File: config.mk
export PLATFORM = sky130hd
export DESIGN_NAME = cyc_meter
export DESIGN_NICKNAME = d
export VERILOG_FILES = /design/src/rtl/cyc_meter.sv
export SDC_FILE = /design/constraint.sdc
export NUM_CORES = 1
export LEC_CHECK = 0
export CAP_MARGIN = 20
export CORE_ASPECT_RATIO = 0.7
export CORE_MARGIN = 3
export CORE_UTILIZATION = 35
export CTS_BUF_LIST = sky130_fd_sc_hd__clkbuf_16
export CTS_CLUSTER_SIZE = 8
export DETAILED_ROUTE_END_ITERATION = 10
export GPL_TIMING_DRIVEN = 0
export HOLD_SLACK_MARGIN = 0.15
export PLACE_DENSITY = 0.63
export SLEW_MARGIN = 20
export SYNTH_ARGS = -nofsm -noshare
export SYNTH_HDL_FRONTEND = slang
export SYNTH_SLANG_ARGS = --single-unit
File: constraint.sdc
create_clock -name clk -period 2.45 [get_ports clk]
set_clock_uncertainty 0.15 [all_clocks]
set_input_delay 0.49 -clock clk [delete_from_list [all_inputs] [get_ports clk]]
set_output_delay 0.49 -clock clk [all_outputs]
set_load 0.01 [all_outputs]
File: src/rtl/cyc_meter.sv
module cyc_meter #(
  parameter int ADDR_W  = 12,
  parameter int DBG_BIT = 24
) (
  input  logic              clk,
  input  logic              rst_n,
  input  logic              bus_en,
  input  logic              bus_we,
  input  logic [ADDR_W-1:0] bus_addr,
  input  logic [31:0]       bus_wdata,
  output logic [31:0]       bus_rdata,
  output logic              ovf_evt
);
  localparam logic [ADDR_W-1:0] OFS_CTRL = ADDR_W'('h000);
  localparam logic [ADDR_W-1:0] OFS_CNT  = ADDR_W'('h004);
  localparam logic [ADDR_W-1:0] OFS_DBG  = ADDR_W'('h010);
  localparam logic [31:0]       CNT_MAX  = '1;

  logic [31:0] ctrl_q;
  logic [31:0] cnt_q;
  logic        dbg_en;
  logic        ovf_q;
  logic [31:0] rd_mux;

  wire hit_ctrl = bus_addr == OFS_CTRL;
  wire hit_cnt  = bus_addr == OFS_CNT;
  wire hit_dbg  = bus_addr == OFS_DBG;
  wire wr       = bus_en & bus_we;
  wire rd       = bus_en & ~bus_we;
  wire cnt_wr   = wr & hit_cnt;
  wire run      = ctrl_q[0] & dbg_en;

  always_ff @(posedge clk or negedge rst_n) begin
    if (!rst_n) begin
      ctrl_q <= '0;
      dbg_en <= 1'b0;
    end else begin
      if (wr && hit_ctrl) ctrl_q <= bus_wdata;
      if (wr && hit_dbg)  dbg_en <= bus_wdata[DBG_BIT];
    end
  end

  always_ff @(posedge clk or negedge rst_n) begin
    if (!rst_n) begin
      cnt_q <= '0;
      ovf_q <= 1'b0;
    end else begin
      ovf_q <= run && !cnt_wr && (cnt_q == CNT_MAX);
      if (cnt_wr)   cnt_q <= bus_wdata;
      else if (run) cnt_q <= cnt_q + 32'd1;
    end
  end

  always_comb begin
    rd_mux = '0;
    if (hit_ctrl) rd_mux = ctrl_q;
    if (hit_cnt)  rd_mux = cnt_q;
    if (hit_dbg)  rd_mux[DBG_BIT] = dbg_en;
  end

  always_ff @(posedge clk or negedge rst_n) begin
    if (!rst_n) bus_rdata <= '0;
    else        bus_rdata <= rd ? rd_mux : '0;
  end

  assign ovf_evt = ovf_q;
endmodule

# ---- Word-level counts from Yosys, hierarchy flattened
# Index checks and enable logic that the tools add are counted.
dict set report op_classes {
  reduce_logical 7
  mux 6
  add_sub_neg 1
  n_bitwise 5
  n_eq_ne 3
}
# cell count
set op_table {}
lappend op_table {{$mux 32} 5}
lappend op_table {{$add 32x1->32 const B} 1}
lappend op_table {{$eq 32x32->1 const B} 1}
lappend op_table {{$eq 12x3->1 const B} 1}
lappend op_table {{$eq 12x5->1 const B} 1}
lappend op_table {{$logic_not 12->1} 1}
lappend op_table {{$and 1x1->1} 4}
lappend op_table {{$logic_and 1x1->1} 4}
lappend op_table {{$reduce_bool 2->1} 1}
lappend op_table {{$logic_not 1->1} 1}
lappend op_table {{$mux 1} 1}
lappend op_table {{$not 1->1} 1}
dict set report word_totals {
  out_inout_bits 33
  register_bits 98
  word_cells 27
}

# ---- Depth between registers and ports, before layout
dict set report logic_depth {
  depth_word 5
  ltp_mapped 7
}

# ---- Least setup slack after synthesis
# Ideal clock, no wire load.
dict set report synth_timing {
  kind {input -> register}
  from {in bus_addr[9]}
  to {reg ctrl_q[10]}
  path_slack_ps -136
  n_path_buf 1
  cell_stages 5
  setup_time_ps 125
  arrival_ps 2312
  cell_sequence {or4_1 or4_4 nor3_4 buf_4 mux2_2}
}
dict set report synth_between {
  elab_chain_len 2
}
# element line
set synth_rtl {}
lappend synth_rtl {{start, declared} 9} ;# input logic [ADDR_W-1:0] bus_addr,
lappend synth_rtl {{$logic_not 12->1} 25} ;# wire hit_ctrl = bus_addr == OFS_CTRL;
lappend synth_rtl {{$logic_and 1x1->1} 38} ;# if (wr && hit_ctrl) ctrl_q <= bus_wdata;
lappend synth_rtl {{end signal, assigned} 38}
lappend synth_rtl {{end, declared} 19} ;# logic [31:0] ctrl_q;
# Every way passes these cells.
# A chain may end at the register's enable or synchronous reset.

# ---- Final worst setup path
dict set report layout_timing {
  from {in bus_addr[10]}
  to {reg cnt_q[3]}
}
dict set report layout_between {
  elab_chain_len 3
  elab_cells_between_ends 4
  classes_between {1 x eq/ne; 1 x mux; 1 x bitwise; 1 x reduce/logical}
}
# element line
set layout_rtl {}
lappend layout_rtl {{$eq 12x3->1 *} 26} ;# wire hit_cnt = bus_addr == OFS_CNT;
lappend layout_rtl {{$and 1x1->1 *} 30} ;# wire cnt_wr = wr & hit_cnt;
lappend layout_rtl {{$mux 32 or $reduce_bool 2->1 (tied branches)} --}
lappend layout_rtl {{end signal, assigned} 49} ;# if (cnt_wr) cnt_q <= bus_wdata;
lappend layout_rtl {{end signal, assigned} 50} ;# else if (run) cnt_q <= cnt_q + 32'd1;
lappend layout_rtl {{end, declared} 20} ;# logic [31:0] cnt_q;
# Mark *: on every way between the ends. The rest lies on a longest branch, timed or not.

==> flow_metrics.py <==
metrics = {
    "timing": {
        "max_clock_freq_mhz": 406.5,
        "rsz_0062_raised_after_global_routing": "yes",
        "timing_worst_slew_pin_value_ns": 0.5897,
        "setup_violations": 2,
        "post-route-worst-setup-slack_ns": -0.01015,
        "fin_crit_sh_pct": 100.4,
        "max-slew-margin-rel_pct": 60.39,
        "timing_max_transition_violations_final": 0,
        "final-hold-violation-count": 0,
        "final.min_clock_period_ns": 2.460,
    },
    "layout": {
        "drive_above_1_share_pct": 36.23,
        "antennaDiodeCount": 0,
        "postLayoutCoreUtil_pct": 51.98,
        "num-fill-cells": 1008,
        "instances_no_fill": 618,
        "final_cell_area_mm2": 0.006202,
        "nets": 505,
        "syn_to_final_growth_pct": 42.61,
    },
    "synth": {
        "synth_xor_area_share_pct": 6.041,
        "synth_simple_gate_area_share_pct": 11.80,
        "sequential_cell_area_fraction_in_the_yosys_report_pct": 56.39,
        "ys_async_sr_fraction_pct": 100.0,
        "synth_top_family_by_area": "compound AO/OA/AOI/OAI gates",
        "synth-adder-area-share_pct": 0.2877,
        "post_synth_inst_count": 356,
        "synthesis.area_mm2": 0.004349,
        "synth_compound_area_share_pct": 12.11,
        "synth_area_per_cell_um2": 12.22,
        "syn_nets": 405,
        "synth.ff_latch_count": 98,
        "muxShareOfSynthArea_pct": 9.005,
        "yosys_most_used_dff": "dfrtp_1",
        "ys.warnings.count": 0,
        "edff_count_synth": 0,
        "synth.distinct_cells": 35,
    },
    "global_route": {
        "grt_pass1_wl_mm": 18.23,
        "overflow": 0,
        "antenna_found_initial": 0,
        "first_global_vias": 3408,
        "grt_start_max_net_pins": 77,
        "grt_usage_pct": 16.74,
    },
    "placed_design": {
        "finalWeightedCongestion": 0.7835,
        "placed_cells": 593,
        "dpl_cell_area_mm2": 0.005477,
        "dp_hpwl_mm": 7.463,
        "portBuffers": 79,
    },
    "route": {
        "detail_route.vias_per_cell": 5.244,
        "per_cell_routed_wire_length_um": 18.39,
        "initialDrtViolationCount": 150,
        "num_vias": 3241,
        "detail_route.wirelength_mm": 11.36,
        "first_pass_iters": 4,
        "drt.antenna.violating_nets": 0,
        "detail_route.drc_violations": 0,
    },
    "flow_run": {
        "cap_viol_max_count": 0,
    },
    "critical_path": {
        "critical_path_buf_inv_count": 3,
        "crit_path_cell_trace": "clkbuf_2, or4_4, or4_4, or3_4, buf_12, clkbuf_16, nor2_4, a21oi_2",
        "depth_of_the_most_critical_reg_to_reg_path": 6,
        "setup_slack_on_the_worst_flop_to_flop_path_ns": 0.22,
        "critical_path.reg2reg.startpoint": "cnt_q[0]",
        "worst-endpoint-arrival_ns": 2.55,
        "worstPathRequired_ns": 2.54,
        "critical-path-top-delay-family": "simple AND/OR/NAND/NOR gates",
        "setup_cp_type": "input pin to flip-flop",
        "critical_path.max_fanout": 7,
        "critical_path.slowest_cell": "or4_4",
        "path_common_cell": "or4_4",
        "critical-path-max-stage-delay_ns": 0.53,
        "r2r_end": "cnt_q[28]",
        "start_kind": "input pin",
        "end_kind": "flip-flop",
    },
    "floorplanning": {
        "std_cell_rows": 33,
        "die-width_um": 139.2,
        "top_level_ports": 81,
        "die_h_um": 99.27,
        "dieArea_mm2": 0.01382,
        "start_util_pct": 36.45,
        "core-area_mm2": 0.01193,
    },
    "clock_network": {
        "clk_pin_slew_worst_paths_ns": 0.07,
        "tritoncts_clock_tree": "yes",
        "cts_max_path_bufs": 2,
        "cts.sink_count": 98,
        "cts-root-buf": "clkbuf_16",
        "insertion_delay_ns": 0.35,
        "h_tree_depth": 3,
        "numCtsBuffers": 9,
    },
    "hold_path": {
        "min-delay-path-class": "flip-flop to flip-flop",
        "min_delay_path_depth": 1,
        "hold_path_startpoint": "ctrl_q[19]",
        "min_delay_worst_endpoint": "ctrl_q[19]",
    },
    "power_and_ir_drop": {
        "power_leakage_nw": 2.597,
        "irDropWorstVdd_v": 0.0003196,
        "power.density_cell_area_mw_per_mm2": 549.7,
    },
    "status": {
        "violations_in_the_final_reports": "setup timing",
        "result_of_the_run": "complete, but fails checks",
    },
}
## worst max-delay path by stage
stage,slack (ns),cells past startpoint,from,end
finish,-0.01,8,bus_addr[10],cnt_q[3]
global route,-0.04,8,bus_addr[10],cnt_q[6]
CTS,0.00001,8,bus_addr[9],cnt_q[28]
detailed placement,-0.67,6,bus_addr[9],ctrl_q[27]
global placement,-2.92,1,rst_n,bus_rdata[0]
floorplan,-0.11,7,bus_addr[9],cnt_q[2]
## kinds of logic after synthesis
kind of cell,Yosys count
and+or+nand+nor,99
DFF,98
AOI/OAI and AO/OA,65
muxes,35
xor gates and xnor gates,30
buffers and inverters,28
adders and majority gates,1
## placed cells by master (no fill, tap or decap), types with 4 or more instances in the layout
master           instances
a21oi_2                 20
buf_12                   6
and3_1                   4
a21oi_1                 10
nand4_1                 12
mux2_2                  12
o221a_2                 29
clkdlybuf4s50_1         68
clkbuf_16               10
nor2_1                  15
dfrtp_1                 98
nor2_2                  15
nand3_1                 16
nor2_4                   9
buf_6                    9
mux2_4                  20
buf_2                    7
xnor2_1                 11
inv_1                    6
clkbuf_1                 5
xor2_1                  19
nand2_1                  8
## per-layer routing
layer	global-route usage [%]	vias up	share of wire (%)
met5	0	-	0
li1	-	1496	-
met1	23.73	1648	48
met2	25.39	87	46
met4	5.865	0	1.1
met3	3.892	10	5.1
## final cells by class
cell class              instances  area [um^2]  share of cell area (%)
flip-flops and latches         98         2452                   39.54
multi-input cells             230         2018                   32.54
repair buffers                 89        934.6                   15.07
plain buffers                  22        236.5                   3.813
clock buffers                   9        225.2                   3.631
well taps                     157        196.4                   3.167
clock inverters                 7        116.4                   1.876
inverters                       6        22.52                  0.3631
## synthesized netlist by cell type (3+ instances only)
library cell / n / share of area (%)
nor2_1: 39 / 3.4
nor3_1: 3 / 0.35
clkbuf_1: 5 / 0.43
buf_6: 9 / 2.3
xor2_1: 19 / 3.8
o221a_2: 29 / 7.5
buf_4: 3 / 0.52
and3_1: 4 / 0.58
xnor2_1: 11 / 2.2
mux2_2: 32 / 8.3
dfrtp_1: 98 / 56
buf_2: 5 / 0.58
nand2_1: 8 / 0.69
nand4_1: 12 / 1.7
nor4_1: 5 / 0.72
nand3_1: 16 / 1.8
a21oi_1: 31 / 3.6
inv_1: 6 / 0.52
## where the power goes
part | internal [W] | switching, W | leakage, nW | total (W)
logic | 0.0000756 | 0.0000843 | 1.23 | 0.000160
clock network | 0.000998 | 0.000629 | 0.166 | 0.00163
registers | 0.00162 | 0.00000246 | 1.20 | 0.00162
total | 0.00269 | 0.000716 | 2.60 | 0.00341
## what timing repair did
action | CTS | global route
hold buffers | 1 | 0
setup endpoints to repair | 96 | 86
cloned | 4 | 1
gates resized for setup | 50 | 50
endpoints found under the hold margin | 22 | 0
pin swaps | 3 | 8
buffers inserted | 4 | 0
## through the flow
| step | hold slack (ns) | setup WS, ns | total power [W] | TNS (ns) |
|---|---|---|---|---|
| 5_1_grt | 0.3761 | -0.03969 | 0.003514 | -0.2078 |
| 6_report | 0.3624 | -0.01015 | 0.003409 | -0.01963 |
| 3_5_place_dp | 0.2057 | -0.6738 | 0.001810 | -58.02 |
| 4_1_cts | 0.3646 | 0.00001021 | 0.003433 | 0 |
| 2_1_floorplan | 0.04441 | -0.1103 | 0.001676 | -8.392 |
| 3_3_place_gp | 0.3210 | -2.917 | 0.001803 | -341.60 |
## flip-flops by register name, summed over array words and instances (netlist names)
register,flops
bus_rdata,32
cnt_q,32
ctrl_q,32
dbg_en,1
ovf_evt,1
(Power assumes the default switching activity.)
